==> src/rtl/stx_pkg.sv <==
package stx_pkg;

  typedef enum logic {
    FMT_LEFT_JUST = 1'b0,
    FMT_I2S       = 1'b1
  } frame_fmt_e;

  localparam int unsigned NUM_CH = 2;

endpackage

==> src/rtl/stx_bclk_gen.sv <==
// Divides the master clock into the bit clock and flags the cycle
// before the falling edge (outputs update there) and the one before it.
module stx_bclk_gen #(
  parameter int unsigned DIV = 8   // even, at least 4
) (
  input  logic clk,
  input  logic rst,
  output logic bclk_o,
  output logic fall_tick,
  output logic pre_fall
);
  localparam int unsigned DW   = $clog2(DIV);
  localparam int unsigned HALF = DIV / 2;

  logic [DW-1:0] div_cnt;

  assign fall_tick = (div_cnt == DW'(DIV - 1));
  assign pre_fall  = (div_cnt == DW'(DIV - 2));

  always_ff @(posedge clk) begin
    if (rst) begin
      div_cnt <= '0;
      bclk_o  <= 1'b0;
    end else begin
      if (fall_tick) div_cnt <= '0;
      else           div_cnt <= div_cnt + 1'b1;

      if (div_cnt == DW'(HALF - 1)) bclk_o <= 1'b1;
      else if (fall_tick)           bclk_o <= 1'b0;
    end
  end
endmodule

==> src/rtl/stx_framer.sv <==
// Tracks the bit slot of the frame with a down-counter, handshakes one
// word per frame, swaps the bytes of every channel and records underflow.
module stx_framer #(
  parameter int unsigned CH_W = 16
) (
  input  logic                                   clk,
  input  logic                                   rst,
  input  logic                                   fall_tick,
  input  logic                                   pre_fall,
  input  logic [stx_pkg::NUM_CH*CH_W-1:0]        s_data,
  input  logic                                   s_valid,
  output logic                                   s_ready,
  output logic                                   underflow_o,
  output logic [$clog2(stx_pkg::NUM_CH*CH_W)-1:0] next_slot,
  output logic [stx_pkg::NUM_CH*CH_W-1:0]        word_nxt
);
  localparam int unsigned FW = stx_pkg::NUM_CH * CH_W;
  localparam int unsigned SW = $clog2(FW);
  localparam int unsigned NB = CH_W / 8;

  logic [SW-1:0] slot_cnt;
  logic [FW-1:0] word_q;
  logic [FW-1:0] swapped;
  logic          frame_start;

  for (genvar ch = 0; ch < stx_pkg::NUM_CH; ch++) begin : g_ch
    for (genvar b = 0; b < NB; b++) begin : g_byte
      assign swapped[ch*CH_W + b*8 +: 8] = s_data[ch*CH_W + (NB-1-b)*8 +: 8];
    end
  end

  assign frame_start = fall_tick && (slot_cnt == '0);
  assign next_slot   = (slot_cnt == '0) ? SW'(FW - 1) : slot_cnt - 1'b1;
  assign word_nxt    = frame_start ? (s_valid ? swapped : '0) : word_q;

  always_ff @(posedge clk) begin
    if (rst) begin
      slot_cnt    <= '0;
      word_q      <= '0;
      s_ready     <= 1'b0;
      underflow_o <= 1'b0;
    end else begin
      s_ready <= pre_fall && (slot_cnt == '0);
      if (fall_tick) slot_cnt <= next_slot;
      if (frame_start) begin
        word_q <= word_nxt;
        if (!s_valid) underflow_o <= 1'b1;
      end
    end
  end
endmodule

==> src/rtl/stx_serializer.sv <==
// Drives word select and serial data at each bit-clock fall; I2S framing
// delays the data stream by one slot through a single register.
module stx_serializer #(
  parameter int unsigned FW = 32
) (
  input  logic                  clk,
  input  logic                  rst,
  input  logic                  fall_tick,
  input  stx_pkg::frame_fmt_e   fmt,
  input  logic [$clog2(FW)-1:0] next_slot,
  input  logic [FW-1:0]         word_nxt,
  output logic                  ws_o,
  output logic                  sd_o
);
  localparam int unsigned SW = $clog2(FW);

  logic lj_bit;
  logic lj_q;
  logic left_half;

  assign lj_bit    = word_nxt[next_slot];
  assign left_half = (next_slot >= SW'(FW / 2));

  always_ff @(posedge clk) begin
    if (rst) begin
      ws_o <= 1'b0;
      sd_o <= 1'b0;
      lj_q <= 1'b0;
    end else if (fall_tick) begin
      lj_q <= lj_bit;
      if (fmt == stx_pkg::FMT_I2S) begin
        sd_o <= lj_q;
        ws_o <= ~left_half;
      end else begin
        sd_o <= lj_bit;
        ws_o <= left_half;
      end
    end
  end
endmodule

==> src/rtl/stereo_ser_tx.sv <==
module stereo_ser_tx #(
  parameter int unsigned MCLK_PER_BCLK = 8,
  parameter int unsigned CH_W          = 16
) (
  input  logic                             clk,
  input  logic                             rst,
  input  logic                             fmt_i2s,
  input  logic [stx_pkg::NUM_CH*CH_W-1:0]  s_data,
  input  logic                             s_valid,
  output logic                             s_ready,
  output logic                             bclk_o,
  output logic                             ws_o,
  output logic                             sd_o,
  output logic                             underflow_o
);
  localparam int unsigned FW = stx_pkg::NUM_CH * CH_W;
  localparam int unsigned SW = $clog2(FW);

  logic          fall_tick;
  logic          pre_fall;
  logic [SW-1:0] next_slot;
  logic [FW-1:0] word_nxt;
  stx_pkg::frame_fmt_e fmt;

  assign fmt = stx_pkg::frame_fmt_e'(fmt_i2s);

  stx_bclk_gen #(.DIV(MCLK_PER_BCLK)) u_bclk (
    .clk       (clk),
    .rst       (rst),
    .bclk_o    (bclk_o),
    .fall_tick (fall_tick),
    .pre_fall  (pre_fall)
  );

  stx_framer #(.CH_W(CH_W)) u_framer (
    .clk         (clk),
    .rst         (rst),
    .fall_tick   (fall_tick),
    .pre_fall    (pre_fall),
    .s_data      (s_data),
    .s_valid     (s_valid),
    .s_ready     (s_ready),
    .underflow_o (underflow_o),
    .next_slot   (next_slot),
    .word_nxt    (word_nxt)
  );

  stx_serializer #(.FW(FW)) u_ser (
    .clk       (clk),
    .rst       (rst),
    .fall_tick (fall_tick),
    .fmt       (fmt),
    .next_slot (next_slot),
    .word_nxt  (word_nxt),
    .ws_o      (ws_o),
    .sd_o      (sd_o)
  );
endmodule

==> config.mk <==
export PLATFORM = sky130hd
export DESIGN_NAME = stereo_ser_tx
export DESIGN_NICKNAME = d
export VERILOG_FILES = /design/src/rtl/stx_pkg.sv /design/src/rtl/stx_bclk_gen.sv /design/src/rtl/stx_framer.sv /design/src/rtl/stx_serializer.sv /design/src/rtl/stereo_ser_tx.sv
export SDC_FILE = /design/constraint.sdc
export NUM_CORES = 1
export LEC_CHECK = 0
export ABC_AREA = 1
export BUFFER_PORTS_ARGS = -buffer_cell sky130_fd_sc_hd__buf_2
export CORE_MARGIN = 3
export CORE_UTILIZATION = 60
export DETAILED_ROUTE_END_ITERATION = 10
export GPL_ROUTABILITY_DRIVEN = 0
export PLACE_DENSITY_LB_ADDON = 0.12
export SYNTH_ARGS = -nofsm -noshare
export SYNTH_HDL_FRONTEND = slang
export SYNTH_SLANG_ARGS = --single-unit
==> constraint.sdc <==
create_clock -name clk -period 5.8 [get_ports clk]
set_input_delay 0.29 -clock clk [delete_from_list [all_inputs] [get_ports clk]]
set_output_delay 0.29 -clock clk [all_outputs]
set_load 0.005 [all_outputs]
**Word level (Yosys, flattened, before mapping)**

Index checks and enable logic that the tools add are counted.

- Bits in registers: 46
- Bits in latches: 0
- Memory bits (writable): 0
- Memory bits (read-only): 0
- Input port bits: 36
- Word-level logic and storage cells: 33
- Memories: 0

- $add $sub $neg: 2
- Multipliers: 0
- Divide/modulo/power cells: 0
- Magnitude comparators: 2
- Equality and inequality tests: 3
- Shift-type cells: 0
- Multiplexer cells: 9
- Bitwise gates (word level): 2
- Reductions and logical operators: 6

Operators by type and width:

| operator | count |
|---|---|
| $mux 32 | 2 |
| $eq 3x3->1 const B | 2 |
| $lt 5x6->1 const B | 1 |
| $bmux 1 s5 | 1 |
| $ge 5x5->1 const B | 1 |
| $logic_not 5->1 | 1 |
| $mux 1 | 5 |
| $mux 5 | 1 |
| $sub 5x1->5 const B | 1 |
| $add 3x1->3 const B | 1 |
| $eq 3x2->1 const B | 1 |
| $logic_and 1x1->1 | 2 |
| $not 1->1 | 2 |
| $reduce_and 2->1 | 1 |
| $reduce_bool 2->1 | 1 |
| $reduce_or 2->1 | 1 |

**Depth between registers and ports, before layout**

Gate-level depths: netlist (run 1).

- Word-level depth: 6
- Depth in mapped cells: 15
- Mapped depth without buffers: 14

**Cells and area by module**

Synthesis (run 1) repeated with hierarchy kept, for this count alone.

- Cell total of the unflattened synthesis: 431
- Area total of the unflattened synthesis: 2706.3 um^2

By module, submodules not included:

| module | times used | cells an instance | area each (um^2) | seq. area each (um^2) |
|---|---|---|---|---|
| stx_framer | 1 | 316 | 2016.9 | 780.7 |
| stx_serializer | 1 | 94 | 508.0 | 60.1 |
| stx_bclk_gen | 1 | 21 | 181.4 | 80.1 |

**Worst setup path before layout (run 1)**

No wires, ideal clock.

- Path kind: reg-to-reg
- Start point: reg u_bclk.div_cnt[0]
- End point: reg u_ser.lj_q
- Arrival time: 1728 ps
- Slack: 3956 ps
- Cell stages (with the launch flop): 16
- Path buffers: 1
- Path through: dfxtp_1 ha_1 ha_1 inv_1 nor2_8 buf_6 nand2_1 nand3_1 nand3_1 nand3_1 nand3_1 nand2_1 nand2_1 nand2_1 nand2_1 o21ai_2

- Cells in the longest elaborated chain, start to end: 5

Ends and longest elaborated chain:

| what | RTL line | RTL |
|---|---|---|
| from (decl) | stx_bclk_gen.sv:15 | `logic [DW-1:0] div_cnt;` |
| from (signal assigned) | stx_bclk_gen.sv:26 | `else div_cnt <= div_cnt + 1'b1;` |
| $eq 3x3->1 * | stx_bclk_gen.sv:17 | `assign fall_tick = (div_cnt == DW'(DIV - 1));` |
| $logic_and 1x1->1 | stx_framer.sv:32 | `assign frame_start = fall_tick && (slot_cnt == '0);` |
| $mux 32 | stx_framer.sv:34 | `assign word_nxt = frame_start ? (s_valid ? swapped : '0) : word_q;` |
| $bmux 1 s5 | stx_serializer.sv:21 | `assign lj_bit = word_nxt[next_slot];` |
| $mux 1 (not written as such) | stx_serializer.sv:21 |  |
| to (signal assigned) | stx_serializer.sv:30 | `lj_q <= lj_bit;` |
| to (decl) | stx_serializer.sv:18 | `logic lj_q;` |

Mark *: on every way between the ends. The rest lies on a longest branch, timed or not. The select of a mux whose other input is x is not followed.
A chain may end at the register's enable or synchronous reset.

**Final worst setup path (run 1)**

- Start point: reg u_bclk.div_cnt[1]
- End point: reg u_ser.sd_o

- Cells in the longest elaborated chain, start to end: 6

Ends and longest elaborated chain:

| what | RTL line | RTL |
|---|---|---|
| $eq 3x3->1 * | stx_bclk_gen.sv:17 |  |
| $logic_and 1x1->1 | stx_framer.sv:32 |  |
| $mux 32 | stx_framer.sv:34 |  |
| $bmux 1 s5 | stx_serializer.sv:21 |  |
| $mux 1 (not written as such) | stx_serializer.sv:21 |  |
| $mux 1 | stx_serializer.sv:31 | `if (fmt == stx_pkg::FMT_I2S) begin` |
| to (signal assigned) | stx_serializer.sv:32 | `sd_o <= lj_q;` |
| to (signal assigned) | stx_serializer.sv:35 | `sd_o <= lj_bit;` |
| to (decl) | stx_serializer.sv:13 | `output logic sd_o` |

Marks and branches as above.

==> impl_results.md, run 1 <==
- Status: complete, no violations
- Final WS setup: about 3.1 ns
- Core area: approximately 3700 µm²
- Pwr dens: 215 nW/µm²
- Vias in the first global route: roughly 2000
- Fin Setup TNS: 0 ns
- Initial DRC count: 98
- Synth Area in Compound Gates: 9.12%
- Maximum vdd ir drop: 0.000226 V
- Final Hold Fails: 0
- Max cap viols: 0
- Std-Cell Rows: 22
- Sequential area share after synthesis: between 30% and 40%
- Largest net degree at the start of global routing: 39
- Vias per cell: 5.30
- CP Capture Type: flop
- Drt first pass iters: 4
- Worst Tran Pin Value: 0.888 ns
- Post-Synth Adder-Cell Area: 3.22%
- Initial Util: 62.8%
- First-pass GRT wire length: 8750 µm
- Die width: between 60 and 70 µm
- Leak: 1.27 nW
- Highest Clock Rate: 373 MHz
- RSZ-0062 raised after global routing: false
- Root Buffer: clkbuf_8
- Multiplexer share of the synthesized area: 0.429%
- Simple-gate area share of the yosys netlist: 36.5%
- ANT nets after route: 0
- Most frequent cells in the layout: nand2_1 (99), nand3_1 (68), dfxtp_1 (46), buf_2 (40), inv_1 (37)
- Area delta synth->final: 10.5%
- Clk buf depth: 2
- Syn Nets: 380
- Vias: 2203
- Drt wl/cell: 12.5 µm
- Layout cell share with drive strength beyond 1: 14.9%
- Largest family of logic cells by synthesized area: simple AND/OR/NAND/NOR gates
- Post-synthesis register bit count: 46
- Synth warn: 0
- Total gr overflow: 0
- Crit start category: flop
- Initial antenna violation count: 0
- Mapped Cells: 338
- Place WS: 3.14 ns
- CTS Buf Count: 5
- Critical Path RT: ~6.0 ns
- Period utilization: a little under half
- Antenna cell count: 0
- XOR/XNOR Fraction of Synth Area: less than 1%
- Layout Skew: 0.00549 ns
- H-tree depth: 2
- Post-synth cell types: 28
- Die area: 4670 µm²
- Top Ports: 41
- Die Ht: 68.4 µm
- Mapped cell area: 2330 µm²
- CTS tree: done
- Final #Nets: 411
- Total wire length: 5220 µm
- Hold-fix buffers, CTS: 0
- Crit Path Max Fanout: 34
- Commonest non-fill, non-tap cell in the layout: nand2_1
- Port bufs: 40
- Worst Hold Class: input pin to flop
- Clock sink count: 46
- DRC errors left: 0
- Gr usage total: 25.0%
- Arr. time, crit path: around 2.9 ns
- Resized Gates After CTS: 0
- Final setup fails: 0
- DP HPWL: 3430 µm
- Final Max Tran Viols: 0
- Worst-Skew Late Latency: approximately 0.30 ns
- CTS clk-pin slew, worst paths: 0.08 ns
- Mapped Avg Cell Area: 6.90 µm²
- Relative slew slack: 40.6%
- Crit Path Class: flop to flop
- Min Tclk post-route: 2.68 ns
- Post CTS Setup Buffer Count: 0
-- worst paths after layout --
path	from	end	slack, ns	cells after the start
max	u_bclk.div_cnt[1]	u_ser.sd_o	3.12	13
min	s_data[27]	u_framer.word_q[19]	0.26	3
max reg2reg	u_bclk.div_cnt[1]	u_ser.sd_o	3.12	13
min reg2reg	u_framer.underflow_o	u_framer.underflow_o	0.46	2
-- registers in the layout, indices dropped and copies added (netlist names) --
name and cells:
u_ser.ws_o 1, u_bclk.bclk_o 1, u_framer.s_ready 1, u_bclk.div_cnt 3, u_framer.slot_cnt 5, u_ser.sd_o 1, u_framer.underflow_o 1, u_framer.word_q 32
u_ser.lj_q 1
-- cells in the mapped netlist, drive strengths merged --
library cell / number / share of area [%]
a21oi: 34 / 7.3
buf: 12 / 3.5
clkbuf: 4 / 0.64
dfxtp: 46 / 39
ha: 6 / 3.2
inv: 39 / 6.4
mux2i: 1 / 0.43
nand2: 100 / 16
nand3: 70 / 16
nand4: 2 / 0.80
nor2: 14 / 3.3
nor3: 1 / 0.21
o21ai: 4 / 1.0
o22ai: 3 / 0.80
xnor2: 1 / 0.38
xor2: 1 / 0.38
-- critical path: stages, from the launching register on --
cell	delay (ns)
dfxtp_1	0.39
ha_1	0.21
ha_1	0.23
nand4_2	0.71
nand2_1	0.32
nand3_1	0.11
nand3_1	0.09
nand3_1	0.09
nand3_1	0.11
nand2_1	0.05
nand2_1	0.08
nand3_1	0.07
nand2_1	0.07
nand2_1	0.04
-- per-stage QoR --
| step | hold WS, ns | util [%] | area [µm²] | power, mW | cells |
|---|---|---|---|---|---|
| floorplan | 0.433 | - | 2330 | 0.352 | 338 |
| global placement | 0.446 | 67.2 | 2500 | 0.367 | 410 |
| detailed placement | 0.447 | 67.2 | 2500 | 0.368 | 410 |
| CTS | 0.260 | 69.4 | 2580 | 0.560 | 416 |
| global route | 0.281 | 69.4 | 2580 | 0.579 | 416 |
| finish | 0.264 | 69.4 | 2580 | 0.554 | 416 |
-- power breakdown --
group | switching, mW | internal [mW]
clock network | 0.101 | 0.0920
logic | 0.0245 | 0.0163
registers | 0.00228 | 0.318
total | 0.128 | 0.427
-- area by class of cell --
cell class	instances	area, µm²
clock buffers	6	82.6
fillers	342	1140
inverters	39	149
multi-input cells	237	1170
flip-flops and latches	46	921
well taps	48	60.1
repair buffers	40	200
-- per-layer routing --
layer / GRT usage [%] / part of all wire (%) / wire length, µm / vias to the layer above
met3: 4.43 / 5.6 / 292 / 6
met5: 0 / 0 / 0 / -
met2: 42.7 / 49 / 2570 / 52
met4: 7.44 / 1.0 / 53 / 0
met1: 31.8 / 44 / 2300 / 989
li1: - / - / - / 1156
-- logic make-up (layout without fill, tap and decap cells) --
logic type	Yosys count	in the layout
simple gates	187	187
buf+inv	55	85
flops	46	46
compound gates	41	41
fa+ha+maj	6	6
xor+xnor	2	2
mux	1	1
(Power assumes the default switching activity.)
==> run 2, diff against run 1 <==
--- a/config.mk
+++ b/config.mk
@@ -5,10 +5,10 @@
 export SDC_FILE = /design/constraint.sdc
 export NUM_CORES = 1
 export LEC_CHECK = 0
-export ABC_AREA = 1
+export ABC_AREA = 0
 export BUFFER_PORTS_ARGS = -buffer_cell sky130_fd_sc_hd__buf_2
 export CORE_MARGIN = 3
-export CORE_UTILIZATION = 60
+export CORE_UTILIZATION = 55
 export DETAILED_ROUTE_END_ITERATION = 10
 export GPL_ROUTABILITY_DRIVEN = 0
 export PLACE_DENSITY_LB_ADDON = 0.12
==> constraint.sdc (replaced) <==
create_clock -name clk -period 2.7 [get_ports clk]
set_input_delay 0.135 -clock clk [delete_from_list [all_inputs] [get_ports clk]]
set_output_delay 0.135 -clock clk [all_outputs]
set_load 0.005 [all_outputs]
==> impl_results.md, run 2 <==
- Status: complete, no violations (unchanged)
- Drt wl/cell: 14.1 µm (was 12.5 µm)
- Post-synth cell types: 52 (was 28)
- Layout Skew: 0.00391 ns (was 0.00549 ns)
- Crit Path Max Fanout: 14 (was 34)
- Final WS setup: 0.172 ns (was 3.12 ns)
- Largest net degree at the start of global routing: 48 (was 39)
- Critical Path RT: 2.90 ns (was 6.00 ns)
- Die Ht: 70.7 µm (was 68.4 µm)
- Cell Int Power: 0.928 mW (was 0.427 mW)
- Most frequent cells in the layout: dfxtp_1 (46), nand2_1 (40), buf_2 (40), nand3_1 (38), a21oi_1 (35) (was nand2_1 (99), nand3_1 (68), dfxtp_1 (46), buf_2 (40), inv_1 (37))
- Crit start category: flop (unchanged)
- Combinational share of power: 7.2% (was 7.4%)
- Worst Hold Class: input pin to flop (unchanged)
- RSZ-0062 raised after global routing: false (unchanged)
- Syn Nets: 317 (was 380)
- Clk buf depth: 2 (unchanged)
- Largest reg by FF count: u_framer.word_q (unchanged)
- Cell taking the most area after synthesis: dfxtp_1 (unchanged)
- Fin Hold WS: 0.0778 ns (was 0.264 ns)
- First-pass GRT wire length: 8720 µm (was 8750 µm)
- Place WS: 0.228 ns (was 3.14 ns)
- CTS Buf Count: 5 (unchanged)
- Post-synthesis register bit count: 46 (unchanged)
- Post-synth EDFFs: 0 (unchanged)
- Period utilization: 93.6% (was 46.2%)
- CP Capture Type: flop (unchanged)
- Sw Pwr: 0.274 mW (was 0.128 mW)
- Core area: 3850 µm² (was 3720 µm²)
- Clock power frac: 35.4% (was 34.8%)
- H-tree depth: 2 (unchanged)
- Mapped Cells: 275 (was 338)
- Mapped Avg Cell Area: 8.37 µm² (was 6.90 µm²)
- Synth warn: 0 (unchanged)
- Sequential area share after synthesis: 40.0% (was 39.5%)
- Area delta synth->final: 12.1% (was 10.5%)
- Total wire length: 5030 µm (was 5220 µm)
- Worst Tran Pin Value: 0.820 ns (was 0.888 ns)
- Layout cell share with drive strength beyond 1: 22.7% (was 14.9%)
- Vias per cell: 5.78 (was 5.30)
- Gr usage total: 21.1% (was 25.0%)
- Count leader, synth: dfxtp_1 (was nand2_1)
- Post CTS Setup Buffer Count: 0 (unchanged)
- Clock sink count: 46 (unchanged)
- Initial antenna violation count: 0 (unchanged)
- Top Ports: 41 (unchanged)
- Final setup fails: 0 (unchanged)
- Initial Util: 59.7% (was 62.8%)
- Vias: 2056 (was 2203)
- Maximum vdd ir drop: 0.000279 V (was 0.000226 V)
- Arr. time, crit path: 2.73 ns (was 2.88 ns)
- Port bufs: 40 (unchanged)
- Ys flop type: dfxtp_1 (unchanged)
- Async SR Flop Fraction: 0% (unchanged)
- Min Tclk post-route: 2.53 ns (was 2.68 ns)
- Total gr overflow: 0 (unchanged)
- Commonest non-fill, non-tap cell in the layout: dfxtp_1 (was nand2_1)
- Main area contributors after synthesis: dfxtp_1 (40%), nand3_1 (8.3%), a21oi_1 (7.6%) (was dfxtp_1 (39%), nand2_1 (16%), nand3_1 (15%))
- Top Registers: u_framer.word_q (32), u_framer.slot_cnt (5), u_bclk.div_cnt (3) (unchanged)
- Vias in the first global route: 1923 (was 1963)
- Antenna cell count: 0 (unchanged)
- Max reg flops: 32 (unchanged)
- Fin Setup TNS: 0 ns (unchanged)
- List of most frequent post-synthesis cells: dfxtp_1 (46), nand2_1 (40), nand3_1 (38) (was nand2_1 (99), nand3_1 (68), dfxtp_1 (46))
- Worst-Skew Late Latency: 0.30 ns (about the same)
- Switching Share: 22.8% (was 23.1%)
- Crit Path Class: flop to flop (unchanged)
- Die area: 5000 µm² (was 4670 µm²)
- CTS clk-pin slew, worst paths: 0.08 ns (about the same)
- Final Max Tran Viols: 0 (unchanged)
- Placed instance area: 2490 µm² (was 2500 µm²)
- Pwr dens: 466 nW/µm² (was 215 nW/µm²)
- CTS tree: done (unchanged)
- Highest Clock Rate: 396 MHz (was 373 MHz)
- Sequential Power Share: 57.3% (was 57.8%)
- Final Power: 1.20 mW (was 0.554 mW)
- Fin area: 2580 µm² (unchanged)
- Final #Nets: 349 (was 411)
- Root Buffer: clkbuf_8 (unchanged)
- Post-synth top area share: 40.0% (was 39.5%)
- Initial DRC count: 150 (was 98)
- Hold-fix buffers, CTS: 0 (unchanged)
- DRC errors left: 0 (unchanged)
- Resized Gates After CTS: 0 (unchanged)
- Final Hold Fails: 0 (unchanged)
- Max cap viols: 0 (unchanged)
- Fill count: 358 (was 342)
- Leak: 0.981 nW (was 1.27 nW)
- Mapped cell area: 2300 µm² (was 2330 µm²)
- Drt first pass iters: 4 (unchanged)
- Die width: 70.7 µm (was 68.4 µm)
- ANT nets after route: 0 (unchanged)
- Relative slew slack: 45.3% (was 40.6%)
- Std-Cell Rows: 22 (unchanged)
- DP HPWL: 3550 µm (was 3430 µm)
run 2: cell types whose count changed after synthesis, sizes merged, moves of 3 or more:
cell and change:
nand2 -58, inv -34, nor2b +3, nand3 -32
clkbuf +10, o31ai +3, o22ai -3, mux2i +5
o21ai +3, nor3 +3
run 2: cells by family (layout without fill, tap and decap cells):
kind of cell / after synthesis / in the layout / share of synthesized area [%]
and+or+nand+nor: 115 / 115 / 25.0
AOI/OAI and AO/OA: 66 / 66 / 18.2
DFF: 46 / 46 / 40.0
buffers and inverters: 29 / 62 / 6.96
muxes: 9 / 9 / 5.06
adders and majority gates: 6 / 6 / 3.26
xor gates and xnor gates: 4 / 4 / 1.52
run 2: cell type report:
class / instances / area [µm²] / share of cell area [%]
timing repair buffer: 49 / 268 / 10.4
inverter: 5 / 18.8 / 0.728
clock inverter: 1 / 5.00 / 0.194
sequential: 46 / 921 / 35.7
multi-input combinational: 200 / 1220 / 47.3
clock buffer: 7 / 86.3 / 3.35
tap: 48 / 60.1 / 2.33
run 2: path summary, 6_finish.rpt:
| check | startpoint | cells past startpoint | end | slack (ns) |
|---|---|---|---|---|
| worst max-delay path | u_framer.slot_cnt[0] | 8 | u_ser.sd_o | 0.17 |
| worst min-delay path | fmt_i2s | 2 | u_ser.sd_o | 0.08 |
| worst max register to register | u_framer.slot_cnt[0] | 8 | u_ser.sd_o | 0.17 |
| worst min register to register | u_framer.word_q[3] | 2 | u_framer.word_q[3] | 0.45 |
run 2: stage by stage:
step,std cells,utilization [%]
after global routing,356,66.9
after CTS,356,66.9
after detailed placement,348,64.5
final,356,66.9
after floorplan,275,-
after global placement,348,64.5
run 2: power groups by stage:
stage	Clock [mW]	Sequential [mW]	Combinational (mW)
5_1_grt	0.465	0.690	0.0975
3_5_place_dp	0	0.705	0.0875
4_1_cts	0.435	0.689	0.0876
3_3_place_gp	0	0.705	0.0860
6_report	0.426	0.689	0.0870
2_1_floorplan	0	0.704	0.0524
run 2: per-layer routing:
layer	global-route usage, %	up-vias	part of all wire, %
li1	-	1039	-
met2	32.2	44	46
met5	0	-	0
met3	4.40	9	4.1
met1	30.1	964	48
met4	6.47	0	1.7
run 2: critical path, cell delays in order, from the launching register on:
cell and delay, ns:
dfxtp_1 0.32, inv_1 0.10, ha_1 0.34, or4b_4 0.62
nand2_2 0.17, a311o_1 0.18, a311oi_1 0.08, or3_1 0.36
o41ai_2 0.27
==> run 3, diff against run 2 <==
--- a/config.mk
+++ b/config.mk
@@ -9,9 +9,11 @@
 export BUFFER_PORTS_ARGS = -buffer_cell sky130_fd_sc_hd__buf_2
 export CORE_MARGIN = 3
 export CORE_UTILIZATION = 55
+export CTS_BUF_LIST = sky130_fd_sc_hd__clkbuf_4 sky130_fd_sc_hd__clkbuf_8 sky130_fd_sc_hd__clkbuf_16
 export DETAILED_ROUTE_END_ITERATION = 10
 export GPL_ROUTABILITY_DRIVEN = 0
-export PLACE_DENSITY_LB_ADDON = 0.12
+export PLACE_DENSITY_LB_ADDON = 0.2
+export REMOVE_ABC_BUFFERS = 1
 export SYNTH_ARGS = -nofsm -noshare
 export SYNTH_HDL_FRONTEND = slang
 export SYNTH_SLANG_ARGS = --single-unit
==> impl_results.md, run 3 (synthesis results as in run 2) <==
- Std-Cell Rows: 22 (unchanged)
- Die Ht: 70.7 µm (unchanged)
- Non-Filler Instances: 357 (was 356)
- Critical Path RT: 2.92 ns (was 2.90 ns)
- Sw Pwr: 0.292 mW (was 0.274 mW)
- DP HPWL: 3570 µm (was 3550 µm)
- Relative slew slack: 59.7% (was 45.3%)
- Commonest non-fill, non-tap cell in the layout: dfxtp_1 (unchanged)
- Drt wl/cell: 14.7 µm (was 14.1 µm)
- Combinational share of power: 6.8% (was 7.2%)
- Hold-fix buffers, CTS: 0 (unchanged)
- Clk buf depth: 2 (unchanged)
- Clock sink count: 46 (unchanged)
- Root Buffer: clkbuf_8 (unchanged)
- Cells on Worst Hold Path: 2 (unchanged)
- Crit Path Max Fanout: 14 (unchanged)
- Worst Hold Class: input pin to flop (unchanged)
- Most frequent cells in the layout: dfxtp_1 (46), nand2_1 (40), buf_2 (40), nand3_1 (38), a21oi_1 (35) (unchanged)
- Max cap viols: 0 (unchanged)
- CTS tree: done (unchanged)
- Vias per cell: 5.86 (was 5.78)
- Vias: 2091 (was 2056)
- Period utilization: 92.5% (was 93.6%)
- Vias in the first global route: 1878 (was 1923)
- Switching Share: 22.5% (was 22.8%)
- Max reg flops: 32 (unchanged)
- Worst R2R Start: u_framer.slot_cnt[0] (unchanged)
- Leak: 0.991 nW (was 0.981 nW)
- Top Registers: u_framer.word_q (32), u_framer.slot_cnt (5), u_bclk.div_cnt (3) (unchanged)
- Placed cells: 349 (was 348)
- Place WS: 0.244 ns (was 0.228 ns)
- H-tree depth: 2 (unchanged)
- Core area: 3850 µm² (unchanged)
- Top Ports: 41 (unchanged)
- Layout Skew: 0.00686 ns (was 0.00391 ns)
- Die area: 5000 µm² (unchanged)
- Placed instance area: 2490 µm² (about the same)
- Final setup fails: 0 (unchanged)
- Area delta synth->final: 13.4% (was 12.1%)
- ANT nets after route: 0 (unchanged)
- Die width: 70.7 µm (unchanged)
- Initial antenna violation count: 0 (unchanged)
- Drt first pass iters: 5 (was 4)
- Initial Util: 59.7% (unchanged)
- Layout cell share with drive strength beyond 1: 23.3% (was 22.7%)
- Cell Int Power: 1.01 mW (was 0.928 mW)
- Final Hold Fails: 0 (unchanged)
- Fin Hold WS: 0.0571 ns (was 0.0778 ns)
- Gr usage total: 22.2% (was 21.1%)
- Crit path largest cell delay: 0.62 ns (about the same)
- Final WS setup: 0.203 ns (was 0.172 ns)
- Worst-Skew Late Latency: 0.31 ns (was 0.30 ns)
- R2r worst-path depth: 8 (unchanged)
- Post CTS Setup Buffer Count: 0 (unchanged)
- Sequential Power Share: 53.0% (was 57.3%)
- First-pass GRT wire length: 9000 µm (was 8720 µm)
- CP Cell Sequence: inv_1 > ha_1 > or4b_4 > nand2_2 > a311o_1 > a311oi_1 > or3_1 > o41ai_2 (unchanged)
- Resized Gates After CTS: 0 (unchanged)
- Crit start category: flop (unchanged)
- Clock power frac: 40.2% (was 35.4%)
- DRC errors left: 0 (unchanged)
- Min Tclk post-route: 2.50 ns (was 2.53 ns)
- Final Max Tran Viols: 0 (unchanged)
- Fin Setup TNS: 0 ns (unchanged)
- CTS Buf Count: 5 (unchanged)
- CP Capture Type: flop (unchanged)
- CTS clk-pin slew, worst paths: 0.09 ns (was 0.08 ns)
- Final #Nets: 350 (was 349)
- Fin area: 2610 µm² (was 2580 µm²)
- Largest reg by FF count: u_framer.word_q (unchanged)
- RSZ-0062 raised after global routing: false (unchanged)
- Initial DRC count: 153 (was 150)
- Status: complete, no violations (unchanged)
- Max stage delay cell, worst path: or4b_4 (unchanged)
- Port bufs: 40 (unchanged)
- Largest net degree at the start of global routing: 36 (was 48)
- HP Start: fmt_i2s (unchanged)
- Total wire length: 5230 µm (was 5030 µm)
- Crit. Startpoint: u_framer.slot_cnt[0] (unchanged)
- Arr. time, crit path: 2.72 ns (was 2.73 ns)
- Crit Path Class: flop to flop (unchanged)
- Total gr overflow: 0 (unchanged)
- Maximum vdd ir drop: 0.000366 V (was 0.000279 V)
- Antenna cell count: 0 (unchanged)
- Worst Tran Pin Value: 0.601 ns (was 0.820 ns)
- Pwr dens: 498 nW/µm² (was 466 nW/µm²)
- Highest Clock Rate: 400 MHz (was 396 MHz)
-- run 3: cell types whose count changed in the layout (fill, tap and decap cells not counted), sizes merged --
cell,before,now
bufinv,0,1
buf,49,50
clkinv,1,0
clkbuf,7,6
clkinvlp,0,1
-- run 3: area by class of cell --
type | instances | area, µm²
timing repair buffer | 50 | 275
sequential | 46 | 921
fill | 346 | 1240
clock inverter | 2 | 37.5
inverter | 5 | 18.8
multi-input combinational | 200 | 1220
clock buffer | 6 | 76.3
tap | 48 | 60.1
-- run 3: per-stage QoR --
| stage | power, mW | util (%) |
|---|---|---|
| final | 1.30 | 67.7 |
| after global routing | 1.35 | 67.7 |
| after CTS | 1.31 | 67.7 |
| after detailed placement | 0.793 | 64.7 |
| after global placement | 0.791 | 64.7 |
| after floorplan | 0.737 | - |
-- run 3: per-layer routing --
metal,share of wire (%),GRT usage (%)
met2,46,33.6
met3,6.6,5.54
met4,1.3,6.47
met5,0,0
met1,46,31.4
-- run 3: power groups by stage --
stage               logic [mW]  clock network (mW)  registers, mW
floorplan               0.0322                   0          0.704
global placement        0.0864                   0          0.705
global route            0.0989               0.560          0.691
finish                  0.0885               0.523          0.689
detailed placement      0.0877                   0          0.705
CTS                     0.0882               0.530          0.689
-- run 3: worst max-delay path, delay by kind of cell, from the launching register on --
family / cells / cell delay (ns)
flops: 1 / 0.32
compound gates: 3 / 0.52
fa+ha+maj: 1 / 0.35
simple gates: 3 / 1.14
buf+inv: 1 / 0.09
-- run 3: path summary, 6_finish.rpt --
| kind | end | slack (ns) |
|---|---|---|
| max | u_ser.sd_o | 0.20 |
| min | u_ser.sd_o | 0.06 |
| max reg2reg | u_ser.sd_o | 0.20 |
| min reg2reg | u_ser.lj_q | 0.46 |
